### config.mk
export PLATFORM = sky130hd
export DESIGN_NAME = sram_wait_ctrl
export DESIGN_NICKNAME = d
export VERILOG_FILES = /design/src/rtl/sram_ctrl_pkg.sv /design/src/rtl/sram_addr_decode.sv /design/src/rtl/sram_wait_fsm.sv /design/src/rtl/sram_lane_map.sv /design/src/rtl/sram_wait_ctrl.sv
export SDC_FILE = /design/constraint.sdc
export NUM_CORES = 1
export LEC_CHECK = 0
export BUFFER_PORTS_ARGS = -buffer_cell sky130_fd_sc_hd__buf_2
export CORE_MARGIN = 10
export CORE_UTILIZATION = 28
export CTS_CLUSTER_DIAMETER = 60
export DETAILED_ROUTE_END_ITERATION = 10
export GPL_TIMING_DRIVEN = 0
export PLACE_DENSITY = 0.76
export SLEW_MARGIN = 20
export SYNTH_ARGS = -nofsm -noshare
export SYNTH_HDL_FRONTEND = slang
export SYNTH_HIERARCHICAL = 1
export SYNTH_SLANG_ARGS = --single-unit
### constraint.sdc
create_clock -name clk_i -period 1.3 [get_ports clk_i]
set_clock_uncertainty 0.05 [all_clocks]
set_input_delay 0 -clock clk_i [delete_from_list [all_inputs] [get_ports clk_i]]
set_output_delay 0 -clock clk_i [all_outputs]
set_load 0.01 [all_outputs]
### src/rtl/sram_ctrl_pkg.sv
package sram_ctrl_pkg;
  typedef enum logic [1:0] {
    ST_IDLE = 2'd0,
    ST_WAIT = 2'd1,
    ST_LAST = 2'd2
  } ctrl_state_e;
endpackage

### src/rtl/sram_addr_decode.sv
module sram_addr_decode #(
  parameter int ADDR_W    = 32,
  parameter int WIN_WORDS = 32768
) (
  input  logic [ADDR_W-1:0] addr_i,
  output logic              hit_o
);
  localparam logic [ADDR_W:0] LIMIT = (ADDR_W+1)'(WIN_WORDS);

  assign hit_o = ({1'b0, addr_i} < LIMIT);
endmodule

### src/rtl/sram_wait_fsm.sv
module sram_wait_fsm
  import sram_ctrl_pkg::*;
#(
  parameter int WAIT_STATES = 1
) (
  input  logic clk_i,
  input  logic rst_ni,
  input  logic start_i,
  input  logic wr_i,
  output logic accept_o,
  output logic cs_no,
  output logic we_no,
  output logic rdy_no
);
  localparam int CNT_W = (WAIT_STATES > 1) ? $clog2(WAIT_STATES) : 1;
  localparam logic [CNT_W-1:0] CNT_LAST = CNT_W'(WAIT_STATES - 1);

  ctrl_state_e state_q, state_d;
  logic [CNT_W-1:0] cnt_q, cnt_d;
  logic wr_q, wr_d;
  logic cs_q, we_q, rdy_q;

  assign accept_o = (state_q == ST_IDLE) && start_i;
  assign wr_d     = accept_o ? wr_i : wr_q;

  always_comb begin
    state_d = state_q;
    cnt_d   = cnt_q;
    unique case (state_q)
      ST_IDLE: if (start_i) begin
        state_d = ST_WAIT;
        cnt_d   = '0;
      end
      ST_WAIT: begin
        if (cnt_q == CNT_LAST) state_d = ST_LAST;
        else                   cnt_d   = cnt_q + 1'b1;
      end
      ST_LAST: state_d = ST_IDLE;
      default: state_d = ST_IDLE;
    endcase
  end

  // outputs registered from next state: no decode glitches toward the RAM
  always_ff @(posedge clk_i or negedge rst_ni) begin
    if (!rst_ni) begin
      state_q <= ST_IDLE;
      cnt_q   <= '0;
      wr_q    <= 1'b0;
      cs_q    <= 1'b1;
      we_q    <= 1'b1;
      rdy_q   <= 1'b1;
    end else begin
      state_q <= state_d;
      cnt_q   <= cnt_d;
      wr_q    <= wr_d;
      cs_q    <= (state_d == ST_IDLE);
      we_q    <= !((state_d != ST_IDLE) && wr_d);
      rdy_q   <= (state_d != ST_LAST);
    end
  end

  assign cs_no  = cs_q;
  assign we_no  = we_q;
  assign rdy_no = rdy_q;
endmodule

### src/rtl/sram_lane_map.sv
module sram_lane_map #(
  parameter int LANES  = 4,
  parameter int LANE_W = 8
) (
  input  logic [LANES*LANE_W-1:0]       wdata_i,
  input  logic [LANES-1:0][LANE_W-1:0]  bank_rdata_i,
  output logic [LANES-1:0][LANE_W-1:0]  bank_wdata_o,
  output logic [LANES*LANE_W-1:0]       rdata_o
);
  localparam int DATA_W = LANES * LANE_W;

  for (genvar g = 0; g < LANES; g++) begin : g_lane
    // bank 0 owns the most significant byte
    assign bank_wdata_o[g] = wdata_i[DATA_W-1-g*LANE_W -: LANE_W];
    assign rdata_o[DATA_W-1-g*LANE_W -: LANE_W] = bank_rdata_i[g];
  end
endmodule

### src/rtl/sram_wait_ctrl.sv
module sram_wait_ctrl #(
  parameter int ADDR_W      = 32,
  parameter int WIN_WORDS   = 32768,
  parameter int WAIT_STATES = 1,
  parameter int LANES       = 4,
  parameter int LANE_W      = 8,
  localparam int RAM_AW     = $clog2(WIN_WORDS),
  localparam int DATA_W     = LANES * LANE_W
) (
  input  logic                          clk_i,
  input  logic                          rst_ni,
  input  logic [ADDR_W-1:0]             addr_i,
  input  logic                          ads_ni,
  input  logic                          wr_i,
  input  logic [DATA_W-1:0]             wdata_i,
  output logic [DATA_W-1:0]             rdata_o,
  output logic                          cs_no,
  output logic                          we_no,
  output logic                          rdy_no,
  output logic [RAM_AW-1:0]             sram_addr_o,
  output logic [LANES-1:0][LANE_W-1:0]  bank_wdata_o,
  input  logic [LANES-1:0][LANE_W-1:0]  bank_rdata_i
);
  logic hit, accept;
  logic [RAM_AW-1:0] addr_q;

  sram_addr_decode #(.ADDR_W(ADDR_W), .WIN_WORDS(WIN_WORDS)) dec_i (
    .addr_i (addr_i),
    .hit_o  (hit)
  );

  sram_wait_fsm #(.WAIT_STATES(WAIT_STATES)) fsm_i (
    .clk_i    (clk_i),
    .rst_ni   (rst_ni),
    .start_i  (!ads_ni && hit),
    .wr_i     (wr_i),
    .accept_o (accept),
    .cs_no    (cs_no),
    .we_no    (we_no),
    .rdy_no   (rdy_no)
  );

  always_ff @(posedge clk_i or negedge rst_ni) begin
    if (!rst_ni)     addr_q <= '0;
    else if (accept) addr_q <= addr_i[RAM_AW-1:0];
  end
  assign sram_addr_o = addr_q;

  sram_lane_map #(.LANES(LANES), .LANE_W(LANE_W)) lane_i (
    .wdata_i      (wdata_i),
    .bank_rdata_i (bank_rdata_i),
    .bank_wdata_o (bank_wdata_o),
    .rdata_o      (rdata_o)
  );
endmodule

# Word level (Yosys, flattened, before mapping)
# Cells that the tools add are included.
dict set report word_totals {
  output_inout_bits 82
  mem_bits_rw 0
  memories 0
  romBits 0
  elab_cells 29
  ff_bits 22
  in_bits 100
  latch_bits 0
}
dict set report classes {
  bitwise 0
  mul 0
  n_div 0
  magnitude_cmp 1
  add_sub_neg 1
  reduce_logical 10
  n_shift 0
  eq_ne 3
  mux 7
}
# op count
set ops {}
lappend ops {{32-bit by 16-bit less-than comparator with 1-bit output, second input constant} 1}
lappend ops {{2-bit logical NOT} 2}
lappend ops {{2-bit two-way mux} 2}
lappend ops {{2-bit one-hot mux with 2 select lines} 1}
lappend ops {{2-bit nonzero test} 2}
lappend ops {{1-bit logical AND} 3}
lappend ops {{1-bit two-way mux} 3}
lappend ops {{2-bit by 1-bit == test with 1-bit output, second input constant} 1}
lappend ops {{1-bit logical NOT} 2}
lappend ops {{2-bit by 1-bit != test with 1-bit output, second input constant} 1}
lappend ops {{2-bit != test, second input constant} 1}
lappend ops {{1-bit one-hot mux with 2 select lines} 1}
lappend ops {{2-bit AND reduction} 1}
lappend ops {{1-bit adder, second input constant} 1}

# Logic depth before layout (Yosys ltp)
dict set report depth {
  ltp_word 7
  mapped_depth 8
  depth_no_buf 6
}

# Modules after synthesis
# The synthesis kept the hierarchy.
# module seq_area_each_um2 instances cells_per_inst area_per_inst_um2
set modules_own_cells {}
lappend modules_own_cells {sram_wait_ctrl 375.4 1 33 619.3}
lappend modules_own_cells {sram_lane_map 0.0 1 64 480.5}
lappend modules_own_cells {sram_wait_fsm 153.9 1 15 221.5}
lappend modules_own_cells {sram_addr_decode 0.0 1 6 41.3}

# Least setup slack after synthesis
# OpenSTA, ideal clock, no wires.
dict set report synth_timing {
  kind {input port to flip-flop}
  from {in addr_i[28]}
  to {reg addr_q[10], in the netlist sram_addr_o[10]}
  setup_time_ns 0.125
  required_time_ns 1.125
  path_stages 8
  path_slack_ns -0.405
  n_path_buf 2
  arrival_ns 1.530
  path_cell_list {nor4_1 > nand4_1 > nor4_2 > nor2b_1 > nor3b_1 > buf_6 > buf_12 > mux2_4}
}
dict set report synth_between {
  elab_chain_cells 3
}
# item line_no
set synth_rtl {}
lappend synth_rtl {{start, declared} sram_wait_ctrl.sv:12} ;# input logic [ADDR_W-1:0] addr_i,
lappend synth_rtl {{32-bit by 16-bit less-than comparator with 1-bit output} sram_addr_decode.sv:10} ;# assign hit_o = ({1'b0, addr_i} < LIMIT);
lappend synth_rtl {{net hit} sram_wait_ctrl.sv:24} ;# logic hit, accept;
lappend synth_rtl {{1-bit logical AND} sram_wait_ctrl.sv:35} ;# .start_i (!ads_ni && hit),
lappend synth_rtl {{1-bit logical AND} sram_wait_fsm.sv:23} ;# assign accept_o = (state_q == ST_IDLE) && start_i;
lappend synth_rtl {{net accept} sram_wait_ctrl.sv:24}
lappend synth_rtl {{end signal, assigned} sram_wait_ctrl.sv:45} ;# else if (accept) addr_q <= addr_i[RAM_AW-1:0];
lappend synth_rtl {{end, declared} sram_wait_ctrl.sv:25} ;# logic [RAM_AW-1:0] addr_q;
# The timed path passes the listed nets, and every way through them passes these cells.
# A chain may end at the register's enable or synchronous reset.

# Worst setup path in the final report
dict set report layout_timing {
  from {in addr_i[28]}
  to {reg addr_q[8], in the netlist sram_addr_o[8]}
}
# The elaborated chain is that of the path after synthesis.

==> results.md <==
* Crit end category: register
* CP max FO at 10
* Grt ovf at 0
* Number of synthesized flops with an enable pin at 0
* Core footprint at 0.00472 mm²
* Final Core Density at 50.8%
* Share of layout cells above drive strength 1 at 83.0%
* CTS Buf Count at 3
* Worst hold path class: in2out
* Max Clock Freq at 646 MHz
* FFs w/ async S/R, synth at 100%
* Syn Nets at 218
* Fill count at 439
* Post-Syn Area at 0.00136 mm²
* Fin crit period at 1550 ps
* Final Setup Violations at 16
* Final hold viol count at 0
* Dominant cells by area after synthesis: buf_4, dfrtp_1, mux2_4
* CP Launch Type: input port
* Netlist cell types at 21
* Top cell type's share of synthesized area at 35.3%
* Max-Cap Viols at 0
* GPL Wtd Cong at 0.648
* WP data required at 1400 ps
* Via-per-instance ratio at 3.87
* Post-synthesis sequential area ratio at 38.8%
* Clock transition at the registers of the reported paths at 80 ps
* Commonest cells in the netlist: buf_4, dfrtp_1, mux2_4
* DR vias at 1267
* Slack of the critical path at -249 ps
* CTS tree: built
* Pre-antenna DRT Iters at 2
* I/O Buffers at 117
* PD cells at 635 mW/mm²
* CTS sink cnt at 21
* LEAKAGE at 1.34 nW
* Worst IR Drop VDD at 532 µV
* IO Pins at 182
* Slew HR at 67.5%
* Nets at 360
* Die height at 89.8 µm
* Fin. max-slew vios at 0
* Antenna violations before repair at 1
* Area Overhead vs Synth at 76.1%
* Cells after synthesis at 118
* DRT Wirelength at 5.21 mm
* Crit share post-route at 119%
* Post-Route Setup TNS at -3670 ps
* WHS at 136 ps
* Worst slew pin tran at 487 ps
* Synth area leader: buf_4
* Status: finished with violations
* Crit Path Category: in2reg
* CTS H-tree depth at 1
* Clk_lat worst skew at 260 ps
* RSZ-0062 raised after global routing: yes
* Cell with the most instances after synthesis: buf_4
* CTS Root Cell: clkbuf_8
* Die Area at 0.00806 mm²
* Critical Path AT at 1650 ps
* #FFs+latches synth at 21
* Tot Pwr at 0.00152 W
* Post-DRT Antenna Nets at 0
* Post-place setup slack at -693 ps
* Total GRT Usage at 12.1%
* Die W at 89.8 µm
* Largest net degree at the start of global routing at 22
* Initial DRC Count at 51
* Ys flop type: dfrtp_1
* Site Rows at 25
* Failing checks: setup timing
* Starting density of the core at 28.8%
* DRC Markers at 0
* First-pass GRT wire length at 8.06 mm
* Wire per inst at 15.9 µm
* CTS max path bufs at 2
* Synthesized area per cell at 11.5 µm²
* YS warnings at 6
* Vias in the first global route at 1483
-- sequential cells by signal (all words and copies together), names as in the netlist --
name           count
fsm_i/cs_no        1
fsm_i/we_no        1
fsm_i/wr_q         1
fsm_i/state_q      2
sram_addr_o       15
fsm_i/rdy_no       1
-- placed cells by master (no fill, tap or decap), drive strengths merged, types with 2 or more instances in the layout --
cell type	count
clkbuf	4
dfstp	3
dlygate4sd3	17
dfrtp	18
nor3b	2
mux2	16
nor4	4
buf	186
-- final timing paths --
| path | startpoint | to | slack, ps | depth (start not counted) |
|---|---|---|---|---|
| max | addr_i[28] | sram_addr_o[8] | -250 | 9 |
| min | bank_rdata_i[14] | rdata_o[22] | 140 | 2 |
| min in group asynchronous | rst_ni | sram_addr_o[0] | 180 | 2 |
| max in group asynchronous | rst_ni | fsm_i/we_no | 670 | 2 |
| min reg2reg | sram_addr_o[2] | sram_addr_o[2] | 460 | 1 |
| max reg2reg | fsm_i/state_q[0] | sram_addr_o[8] | -170 | 4 |
-- worst max-delay path, stage by stage --
cell and delay, ps:
buf_6 100, nor4_4 270, nand4_1 150, nor4_2 150, nor2b_4 190, nor3b_4 200
buf_6 140, buf_12 140, mux2_4 300
-- cell families (layout without fill, tap and decap cells) --
logic type | Yosys count | count (layout) | share of synthesized area (%)
buffers and inverters | 67 | 208 | 37.8
flip-flops | 21 | 21 | 38.8
multiplexers | 16 | 16 | 16.0
AND/OR/NAND/NOR | 12 | 12 | 6.24
AO/OA/AOI/OAI | 2 | 2 | 1.10
other | 0 | 1 | 0
-- through the flow --
stage | area, µm² | instances
after detailed placement | 2080 | 302
after CTS | 2370 | 325
final | 2400 | 327
after floorplan | 1410 | 118
after global placement | 2080 | 302
after global routing | 2400 | 327
-- power by group --
group          switching (W)  internal, W
sequential      0.0000000467     0.000653
clock               0.000220     0.000219
combinational       0.000163     0.000269
total               0.000384      0.00114
-- layout make-up --
| class | instances | area, µm² | area share, % |
|---|---|---|---|
| plain buffers | 66 | 512 | 21.3 |
| inverters | 1 | 3.75 | 0.156 |
| clock buffers | 4 | 45.0 | 1.88 |
| repair buffers | 137 | 813 | 33.9 |
| diodes | 1 | 2.50 | 0.104 |
| multi-input cells | 30 | 410 | 17.1 |
| flip-flops and latches | 21 | 529 | 22.1 |
| well taps | 67 | 83.8 | 3.49 |
-- per-layer routing --
metal,global-route usage (%),wire length [µm],up-vias
li1,-,-,601
met1,11.9,1870,551
met2,21.7,2640,109
met3,6.65,630,6
met4,2.43,71,0
met5,0,0,-
-- repair_timing --
action / CTS / global route
hold endpoints to repair: 37 / 0
setup endpoints to repair: 16 / 16
buffers inserted: 2 / 2
pin swaps: 1 / 1
hold buffers: 17 / 0
resized for setup: 10 / 4
No activity file was read; power rests on OpenSTA's default activity.
